File: src/rtl/bar_pkg.sv
package bar_pkg;
  localparam int unsigned CFG_AW     = 12;
  localparam int unsigned CFG_DW     = 32;
  localparam int unsigned LO_W       = 32;
  localparam int unsigned HI_TOP_LSB = 16;

  localparam logic [CFG_AW-1:0] OFF_BASE_LO = 12'h65C;
  localparam logic [CFG_AW-1:0] OFF_TOP_LO  = 12'h660;
  localparam logic [CFG_AW-1:0] OFF_LOCK    = 12'h964;
  localparam logic [CFG_AW-1:0] OFF_HI      = 12'h980;

  localparam int unsigned PORT_DRAM = 0;
  localparam int unsigned PORT_RAM  = 1;
  localparam int unsigned NUM_PORTS = 2;
endpackage

File: src/rtl/bar_regfile.sv
module bar_regfile
  import bar_pkg::*;
#(
  parameter int unsigned ADDR_W = 40
) (
  input  logic              clk,
  input  logic              rst_n,
  input  logic              cfg_wr,
  input  logic              cfg_rd,
  input  logic [CFG_AW-1:0] cfg_addr,
  input  logic [CFG_DW-1:0] cfg_wdata,
  output logic [CFG_DW-1:0] cfg_rdata,
  output logic              cfg_rvalid,
  output logic [ADDR_W-1:0] win_base,
  output logic [ADDR_W-1:0] win_top,
  output logic              locked
);
  // High part must fit in [HI_TOP_LSB-1:0] and [HI_TOP_LSB +: HI_W]
  localparam int unsigned HI_W = ADDR_W - LO_W;

  logic [LO_W-1:0]   base_lo_q, top_lo_q;
  logic [HI_W-1:0]   base_hi_q, top_hi_q;
  logic              lock_q;
  logic              wr_open;
  logic [CFG_DW-1:0] hi_word;
  logic [CFG_DW-1:0] rd_mux;

  assign wr_open = cfg_wr && !lock_q;

  always_ff @(posedge clk or negedge rst_n) begin
    if (!rst_n) begin
      base_lo_q <= '1;
      base_hi_q <= '1;
      top_lo_q  <= '0;
      top_hi_q  <= '0;
    end else if (wr_open) begin
      case (cfg_addr)
        OFF_BASE_LO: base_lo_q <= cfg_wdata[LO_W-1:0];
        OFF_TOP_LO:  top_lo_q  <= cfg_wdata[LO_W-1:0];
        OFF_HI: begin
          base_hi_q <= cfg_wdata[HI_W-1:0];
          top_hi_q  <= cfg_wdata[HI_TOP_LSB +: HI_W];
        end
        default: ;
      endcase
    end
  end

  always_ff @(posedge clk or negedge rst_n) begin
    if (!rst_n) begin
      lock_q <= 1'b0;
    end else if (cfg_wr && (cfg_addr == OFF_LOCK) && cfg_wdata[0]) begin
      lock_q <= 1'b1;
    end
  end

  always_comb begin
    hi_word = '0;
    hi_word[HI_W-1:0] = base_hi_q;
    hi_word[HI_TOP_LSB +: HI_W] = top_hi_q;
  end

  always_comb begin
    rd_mux = '0;
    case (cfg_addr)
      OFF_BASE_LO: rd_mux = base_lo_q;
      OFF_TOP_LO:  rd_mux = top_lo_q;
      OFF_HI:      rd_mux = hi_word;
      OFF_LOCK:    rd_mux = {{(CFG_DW-1){1'b0}}, lock_q};
      default:     rd_mux = '0;
    endcase
  end

  always_ff @(posedge clk or negedge rst_n) begin
    if (!rst_n) begin
      cfg_rvalid <= 1'b0;
      cfg_rdata  <= '0;
    end else begin
      cfg_rvalid <= cfg_rd;
      if (cfg_rd) cfg_rdata <= rd_mux;
    end
  end

  assign win_base = {base_hi_q, base_lo_q};
  assign win_top  = {top_hi_q, top_lo_q};
  assign locked   = lock_q;

  // once set, the lock never drops before reset
  p_lock_sticky_r7: assert property (@(posedge clk) disable iff (!rst_n)
    lock_q |=> lock_q);

  // window registers frozen while locked
  p_frozen_when_locked_r6: assert property (@(posedge clk) disable iff (!rst_n)
    lock_q |=> ($stable(base_lo_q) && $stable(top_lo_q)
                && $stable(base_hi_q) && $stable(top_hi_q)));

  // a control write with bit 0 set leaves the block locked
  p_lock_takes_r6: assert property (@(posedge clk) disable iff (!rst_n)
    (cfg_wr && (cfg_addr == OFF_LOCK) && cfg_wdata[0]) |=> locked);

  // read strobe answered in the next cycle
  p_read_answer_r8: assert property (@(posedge clk) disable iff (!rst_n)
    cfg_rd |=> cfg_rvalid);
endmodule

File: src/rtl/bar_window_cmp.sv
module bar_window_cmp #(
  parameter int unsigned ADDR_W        = 40,
  parameter bit          TOP_INCLUSIVE = 1'b1
) (
  input  logic [ADDR_W-1:0] addr,
  input  logic [ADDR_W-1:0] base,
  input  logic [ADDR_W-1:0] top,
  output logic              hit
);
  logic above_base;
  logic below_top;

  assign above_base = (addr >= base);

  generate
    if (TOP_INCLUSIVE) begin : g_top_incl
      assign below_top = (addr <= top);
    end else begin : g_top_excl
      assign below_top = (addr < top);
    end
  endgenerate

  // base > top can satisfy neither bound at once, so the window is empty
  assign hit = above_base && below_top;
endmodule

File: src/rtl/bar_route_stage.sv
module bar_route_stage
  import bar_pkg::*;
#(
  parameter int unsigned ADDR_W = 40
) (
  input  logic                 clk,
  input  logic                 rst_n,
  input  logic                 in_valid,
  output logic                 in_ready,
  input  logic [ADDR_W-1:0]    in_addr,
  input  logic                 in_to_ram,
  output logic [NUM_PORTS-1:0] out_valid,
  input  logic [NUM_PORTS-1:0] out_ready,
  output logic [ADDR_W-1:0]    out_addr
);
  logic              q_valid;
  logic              q_to_ram;
  logic [ADDR_W-1:0] q_addr;
  logic              sel_ready;
  logic              out_fire;
  logic              in_fire;

  assign sel_ready = q_to_ram ? out_ready[PORT_RAM] : out_ready[PORT_DRAM];
  assign out_fire  = q_valid && sel_ready;
  assign in_ready  = !q_valid || sel_ready;
  assign in_fire   = in_valid && in_ready;

  always_ff @(posedge clk or negedge rst_n) begin
    if (!rst_n) begin
      q_valid  <= 1'b0;
      q_to_ram <= 1'b0;
      q_addr   <= '0;
    end else if (in_fire) begin
      q_valid  <= 1'b1;
      q_to_ram <= in_to_ram;
      q_addr   <= in_addr;
    end else if (out_fire) begin
      q_valid  <= 1'b0;
    end
  end

  for (genvar p = 0; p < NUM_PORTS; p++) begin : g_port
    if (p == PORT_RAM) begin : g_ram
      assign out_valid[p] = q_valid && q_to_ram;
    end else begin : g_dram
      assign out_valid[p] = q_valid && !q_to_ram;
    end
  end

  assign out_addr = q_addr;

  // a stalled entry stays put
  p_hold_when_stalled_r9: assert property (@(posedge clk) disable iff (!rst_n)
    (q_valid && !out_fire) |=> (q_valid && $stable(q_addr) && $stable(q_to_ram)));

  // an accepted request is presented next cycle
  p_accept_next_r9: assert property (@(posedge clk) disable iff (!rst_n)
    in_fire |=> ($countones(out_valid) == 1 && out_addr == $past(in_addr)));
endmodule

File: src/rtl/boot_aperture_router.sv
module boot_aperture_router
  import bar_pkg::*;
#(
  parameter int unsigned ADDR_W = 40
) (
  input  logic              clk,
  input  logic              rst_n,
  input  logic              req_valid,
  output logic              req_ready,
  input  logic [ADDR_W-1:0] req_addr,
  output logic              ram_valid,
  input  logic              ram_ready,
  output logic [ADDR_W-1:0] ram_addr,
  output logic              dram_valid,
  input  logic              dram_ready,
  output logic [ADDR_W-1:0] dram_addr,
  input  logic              cfg_wr,
  input  logic              cfg_rd,
  input  logic [CFG_AW-1:0] cfg_addr,
  input  logic [CFG_DW-1:0] cfg_wdata,
  output logic [CFG_DW-1:0] cfg_rdata,
  output logic              cfg_rvalid
);
  logic [ADDR_W-1:0]    win_base, win_top;
  logic                 win_locked;
  logic                 win_hit;
  logic [NUM_PORTS-1:0] port_valid;
  logic [NUM_PORTS-1:0] port_ready;
  logic [ADDR_W-1:0]    port_addr;

  bar_regfile #(.ADDR_W(ADDR_W)) u_regs (
    .clk        (clk),
    .rst_n      (rst_n),
    .cfg_wr     (cfg_wr),
    .cfg_rd     (cfg_rd),
    .cfg_addr   (cfg_addr),
    .cfg_wdata  (cfg_wdata),
    .cfg_rdata  (cfg_rdata),
    .cfg_rvalid (cfg_rvalid),
    .win_base   (win_base),
    .win_top    (win_top),
    .locked     (win_locked)
  );

  bar_window_cmp #(.ADDR_W(ADDR_W), .TOP_INCLUSIVE(1'b1)) u_cmp (
    .addr (req_addr),
    .base (win_base),
    .top  (win_top),
    .hit  (win_hit)
  );

  assign port_ready[PORT_RAM]  = ram_ready;
  assign port_ready[PORT_DRAM] = dram_ready;

  bar_route_stage #(.ADDR_W(ADDR_W)) u_stage (
    .clk       (clk),
    .rst_n     (rst_n),
    .in_valid  (req_valid),
    .in_ready  (req_ready),
    .in_addr   (req_addr),
    .in_to_ram (win_hit),
    .out_valid (port_valid),
    .out_ready (port_ready),
    .out_addr  (port_addr)
  );

  assign ram_valid  = port_valid[PORT_RAM];
  assign dram_valid = port_valid[PORT_DRAM];
  assign ram_addr   = port_addr;
  assign dram_addr  = port_addr;

  // window hit at acceptance lands on the RAM port
  p_hit_to_ram_r1: assert property (@(posedge clk) disable iff (!rst_n)
    (req_valid && req_ready && win_hit) |=> (ram_valid && ram_addr == $past(req_addr)));

  // a miss lands on the DRAM port
  p_miss_to_dram_r2: assert property (@(posedge clk) disable iff (!rst_n)
    (req_valid && req_ready && !win_hit) |=> (dram_valid && dram_addr == $past(req_addr)));

  // inverted bounds never hit
  p_inverted_empty_r4: assert property (@(posedge clk) disable iff (!rst_n)
    (win_base > win_top) |-> !win_hit);

  // stalled port output stays stable
  p_ram_stall_r9: assert property (@(posedge clk) disable iff (!rst_n)
    (ram_valid && !ram_ready) |=> (ram_valid && $stable(ram_addr)));
  p_dram_stall_r9: assert property (@(posedge clk) disable iff (!rst_n)
    (dram_valid && !dram_ready) |=> (dram_valid && $stable(dram_addr)));
endmodule

File: config.mk
export PLATFORM = sky130hd
export DESIGN_NAME = boot_aperture_router
export DESIGN_NICKNAME = d
export VERILOG_FILES = /design/src/rtl/bar_pkg.sv /design/src/rtl/bar_regfile.sv /design/src/rtl/bar_window_cmp.sv /design/src/rtl/bar_route_stage.sv /design/src/rtl/boot_aperture_router.sv
export SDC_FILE = /design/constraint.sdc
export NUM_CORES = 1
export LEC_CHECK = 0
export BUFFER_PORTS_ARGS = -buffer_cell sky130_fd_sc_hd__buf_4
export CELL_PAD_IN_SITES_DETAIL_PLACEMENT = 0
export CELL_PAD_IN_SITES_GLOBAL_PLACEMENT = 1
export CORE_ASPECT_RATIO = 0.7
export CORE_UTILIZATION = 42
export DETAILED_ROUTE_END_ITERATION = 8
export GPL_ROUTABILITY_DRIVEN = 1
export PLACE_DENSITY = 0.77
export SETUP_SLACK_MARGIN = 0.1
export SLEW_MARGIN = 20
export SYNTH_ARGS = -nofsm -noshare
export SYNTH_HDL_FRONTEND = slang
export SYNTH_SLANG_ARGS = --single-unit
File: constraint.sdc
create_clock -name clk -period 2.6 [get_ports clk]
set_input_delay 0.52 -clock clk [delete_from_list [all_inputs] [get_ports clk]]
set_output_delay 0.52 -clock clk [all_outputs]
set_load 0.02 [all_outputs]
After elaboration in Yosys (flattened, before gate mapping)
Cells that the tools add are included.

word-level totals
  logic and storage cells = 36
  output and inout port bits = 116
  register bits = 156

operators by class
  reduce and logical (&&, ||, !) cells = 16
  equal/unequal tests = 4
  $lt $le $gt $ge = 2
  multiplexer cells = 4

operators by type and width
  cell                                              count
  case mux 32 bit (4 select lines)                  1
  greater-or-equal comparator 40 bit                1
  less-or-equal comparator 40 bit                   1
  == test 12 x 11 -> 1 bit (second input constant)  2
  == test 12 bit (second input constant)            2
  logical AND 1 bit                                 8
  AND reduction 2 bit                               3
  zero test 1 bit                                   3
  2-to-1 mux 1 bit                                  3
  nonzero test 2 bit                                1
  logical OR 1 bit                                  1

Logic depth before layout (Yosys ltp)
  depth in word-level cells = 4
  gate-level depth with buffers = 9

Modules after synthesis
A second synthesis with hierarchy kept.

second synthesis, totals
  cells, all modules = 787
  area total of the unflattened synthesis = 8909.8 µm²

by module, submodules not included
  module                seq. area each (µm²)  area an instance (µm²)  cells each  times used
  bar_regfile           2902.8                5007.3                  378         1
  bar_window_cmp        0.0                   1983.2                  272         1
  bar_route_stage       1051.0                1619.1                  97          1
  boot_aperture_router  0.0                   300.3                   40          1

Worst setup path before layout
Ideal clock, no wire load.

  kind = input-to-reg
  start point = input port cfg_addr[11]
  end point = register u_regs.top_lo_q[10]
  path slack = 0.602 ns
  arrival = 1.873 ns
  library setup time = 0.125 ns
  path buffers = 2
  stages = 5
  path through = nand4bb_4 -> or4_1 -> buf_2 -> buf_6 -> mux2_4

on the way
  longest elaborated chain between the ends = 2

ends and longest elaborated chain
  item                           RTL line                    RTL
  start, declared                boot_aperture_router.sv:19  input logic [CFG_AW-1:0] cfg_addr,
  == test 12 x 11 -> 1 bit       bar_regfile.sv:37           case (cfg_addr)
  AND reduction 2 bit (no line)  n/a
  end signal, assigned           bar_regfile.sv:39           OFF_TOP_LO: top_lo_q <= cfg_wdata[LO_W-1:0];
  end, declared                  bar_regfile.sv:21           logic [LO_W-1:0] base_lo_q, top_lo_q;

Every way passes these cells.
A chain may end at the register's enable or synchronous reset.

Worst setup path in the final report
  start point = register u_regs.base_lo_q[23]
  end point = register u_stage.q_to_ram

on the way
  longest elaborated chain between the ends = 2

ends and longest elaborated chain
  item                                RTL line               RTL
  start, declared                     bar_regfile.sv:21
  start signal, assigned              bar_regfile.sv:38      OFF_BASE_LO: base_lo_q <= cfg_wdata[LO_W-1:0];
  greater-or-equal comparator 40 bit  bar_window_cmp.sv:13   assign above_base = (addr >= base);
  logical AND 1 bit                   bar_window_cmp.sv:24   assign hit = above_base && below_top;
  end signal, assigned                bar_route_stage.sv:35  q_to_ram <= in_to_ram;
  end, declared                       bar_route_stage.sv:17  logic q_to_ram;

Every way passes these cells.

==> results.txt <==
The residual overflow from global routing came out at 0. The worst IR drop on VDD came out at 371.7 µV. The number of nets in the layout is roughly 1200.

Traced cell by cell, the critical path runs through inv_1 > ha_1 > nand4_1 > nor4_2 > a221oi_1 > o211ai_1 > a21oi_1 > o31ai_1. The delay of the slowest cell on the worst path is 0.55 ns. In this run the top signal layer used is met4. Counting the fill cells in the layout gives 1769. The fmax is 437.1 MHz.

The number of ports placed on the die boundary is between 200 and 250. The worst endpoint data arrival time came out at 2.62 ns. The die covers approximately 21000 µm².

For this run, design rule violations remaining after detail routing come to 0. Cells with a size suffix above 1 make up 38.15% of the layout. The core utilization of the finished layout came out at approximately 54%.

The slowest stage of the critical path belongs to the cell dfstp_2. The run finished with clean final reports. The floorplan die width is 172.8 µm. The number of post-CTS setup repair buffers is 0. The cell area after synthesis came out at around 8600 µm².

The core region area is 19910 µm². The placer's final routability congestion estimate came out at 0.8758. The power density of the placed cells came out at 571.5 nW/µm². Counting every net in the synthesized netlist gives approximately 980.

The type of the worst min-delay path is in2async. The worst clock skew on the final layout came out at 0.008287 ns. The root buffer cell is clkbuf_16. The estimated wirelength of the detail-placed design is 17130 µm. The number of antenna violations at the first check in global routing is 0. The initial detailed-routing violation count is 451. The H-tree depth came out at 4. The share of synthesized flip-flops with an asynchronous set or reset is 100.0%. Measured against its own limit, the worst slew margin works out to 54.11%.

The cell leakage power is 5.350 nW. The maximum clock insertion buffer count came out at 2. The post-synthesis sequential area ratio came out at 46.12%. The maximum number of pins on one net before global-route repair came out at 57. The critical path in this run is classified as reg2reg. The number of clock sinks came out at 156. Using the TritonRoute via totals, the vias-per-cell ratio works out to 5.165. The number of max-cap violations is 0.

STA classifies the critical path startpoint as a register. The number of synthesized register bits is 156. The number of global-route vias before repair came to 6492. The largest fanout of any net on the critical path is 3. Synthesis handed over a netlist of a little over 800 instances. For this block, the via count after detailed routing is between 6000 and 7000. The top flip-flop cell by instance count after synthesis is dfrtp_1. The placement row count is 43. The total number of yosys warnings came out at 0. The mean post-synth cell area is 10.64 µm². The total detailed-routing wirelength is 22910 µm. The area growth from synthesis to layout is 26.07%. The number of diodes came out at 0. The total of endpoints with negative setup slack in the final report is 0. The combined global-route utilization of all metal layers came out at 22.73%.

The most critical setup path has its startpoint at u_regs.base_lo_q[23]. The worst reg-to-reg setup slack came out at around 0.31 ns. The wire length the detailed router placed on met1 came out at 11670 µm. The setup TNS after final layout is 0 ns.

The minimum clock period after layout came out at 2.288 ns. The die height came out at 121.5 µm. The detail route stage leaves a number of antenna-violating nets equal to 0. The multi-input logic area came out at 3844 µm². TritonCTS built the clock tree. The met3 layer wire length in the routed design came out at approximately 1500 µm. The detailed-routing iteration count for the pre-antenna-repair pass came out at 7. The clock transition at the register clock pins on the worst setup and hold paths after CTS came out at 0.06 ns. At the worst endpoint, the required time is roughly 2.9 ns. The portion of the clock cycle consumed by the worst path in the final layout came out at slightly below 90%.

Setup repair after global routing left no endpoint under its margin. STA classifies the critical path endpoint as a register. The clock latency at the later pin of the worst-skew pair came out at 0.43 ns. The number of hold-slack violations in the final timing report came out at 0.

The total area of sequential cells is 3954 µm². In this run, synthesis inferred 0 flip-flops with an integrated enable. The max-slew violation count is 0. In the final routed layout, each cell accounts on average for approximately 18 µm.

The first global-routing pass estimated between 30000 and 40000 µm of wire. The startpoint of the lowest-slack register-to-register path is u_regs.base_lo_q[23]. The number of different library cells used by synthesis comes to 49.

For the pin with the worst max-slew slack, the measured transition is 0.6821 ns. The starting density of the core is 43.06%. The number of clock buffers inserted by TritonCTS is 17. The number of buffer cells added on primary ports came out at 206. In the detailed route, the total length drawn on met2 is 9589 µm.
[cell families after synthesis]
logic type	share of synthesized area, %
AND/OR/NAND/NOR	8.583
buffers and inverters	9.488
flip-flops	46.12
multiplexers	11.02
adder cells (fa/ha/maj)	11.68
AO/OA/AOI/OAI	13.11
[synthesized netlist by cell type (11+ instances only)]
library cell | n | area, µm²
a21oi_1 | 57 | 285.3
buf_2 | 11 | 55.05
nand4_1 | 15 | 93.84
dfstp_2 | 40 | 1051
a222oi_1 | 12 | 120.1
nor2_1 | 27 | 101.4
nand2_1 | 69 | 259.0
o22ai_1 | 16 | 100.1
mux2_4 | 30 | 450.4
clkbuf_1 | 15 | 56.30
dfrtp_1 | 116 | 2903
inv_1 | 96 | 360.4
buf_4 | 41 | 307.8
o21ai_0 | 54 | 270.3
ha_1 | 80 | 1001
a22oi_1 | 16 | 120.1
mux2_2 | 43 | 484.2
[metal layers]
layer	vias to the layer above	global-route usage (%)
met3	18	4.762
met5	-	0
met1	3142	34.63
met4	0	5.254
li1	3161	-
met2	218	32.74
[what timing repair did]
item	CTS	global route
resized for setup	0	1
setup endpoints to repair	0	1
endpoints found under the hold margin	0	0
hold buffers	0	0
[area by class of cell]
type / instances / area share (%)
flip-flops and latches: 156 / 36.59
multi-input cells: 484 / 35.57
repair buffers: 228 / 16.22
clock buffers: 24 / 4.272
inverters: 96 / 3.334
well taps: 270 / 3.126
clock inverters: 8 / 0.8915
[worst paths after layout]
kind,end,depth (start not counted)
setup / recovery,u_stage.q_to_ram,8
hold / removal,u_stage.out_addr[12],1
setup reg to reg,u_stage.q_to_ram,8
hold reg to reg,u_regs.locked,1
max in group asynchronous,u_regs.base_lo_q[20],2
min in group clk,u_stage.q_valid,2
[cells in the final DEF, fill, tap and decap left out, types with 4 or more instances in the layout]
master / synthesis / layout
o21ai_0: 54 / 54
a222oi_1: 12 / 12
nand3_1: 9 / 9
nand4_1: 15 / 15
buf_4: 41 / 224
mux2_4: 30 / 30
nor2_1: 27 / 27
o22ai_1: 16 / 16
mux2_2: 43 / 43
inv_1: 96 / 96
clkinv_2: 0 / 4
clkbuf_16: 0 / 17
nand2_1: 69 / 69
a22oi_1: 16 / 16
dfrtp_1: 116 / 116
dfstp_2: 40 / 40
clkbuf_1: 15 / 6
ha_1: 80 / 80
a21oi_1: 57 / 57
a21o_1: 5 / 5
a22o_1: 4 / 4
[stage by stage]
| stage | area, µm² | std cells | setup slack, ns | hold WS [ns] | power, mW |
|---|---|---|---|---|---|
| floorplan | 8572 | 806 | 0.6023 | 0.2244 | 3.309 |
| global placement | 10240 | 1234 | 0.1644 | 0.4768 | 3.781 |
| detailed placement | 10240 | 1234 | 0.1256 | 0.4820 | 3.795 |
| CTS | 10800 | 1266 | 0.1916 | 0.06761 | 6.228 |
| global route | 10810 | 1266 | 0.1477 | 0.07452 | 6.435 |
| finish | 10810 | 1266 | 0.3119 | 0.04032 | 6.176 |
[critical path: cells and delay by family (launching register included)]
kind                       cells  cell delay (ns)
AOI/OAI and AO/OA              4             0.65
DFF                            1             0.55
adders and majority gates      1             0.31
buffers and inverters          1             0.05
and+or+nand+nor                2             0.63
[where the power goes]
group          switching, mW  internal, mW
Clock                  0.997          1.43
Combinational          0.600         0.503
Sequential            0.0877          2.55
Total                   1.68          4.49
[flip-flops by register name (all words and copies together) (netlist names), 8 cells and up]
| register | flops |
|---|---|
| u_regs.top_lo_q | 32 |
| u_regs.base_lo_q | 32 |
| u_regs.cfg_rdata | 32 |
| u_regs.base_hi_q | 8 |
| u_regs.top_hi_q | 8 |
| u_stage.out_addr | 40 |
Note: power is estimated with default switching activity, not from simulation.
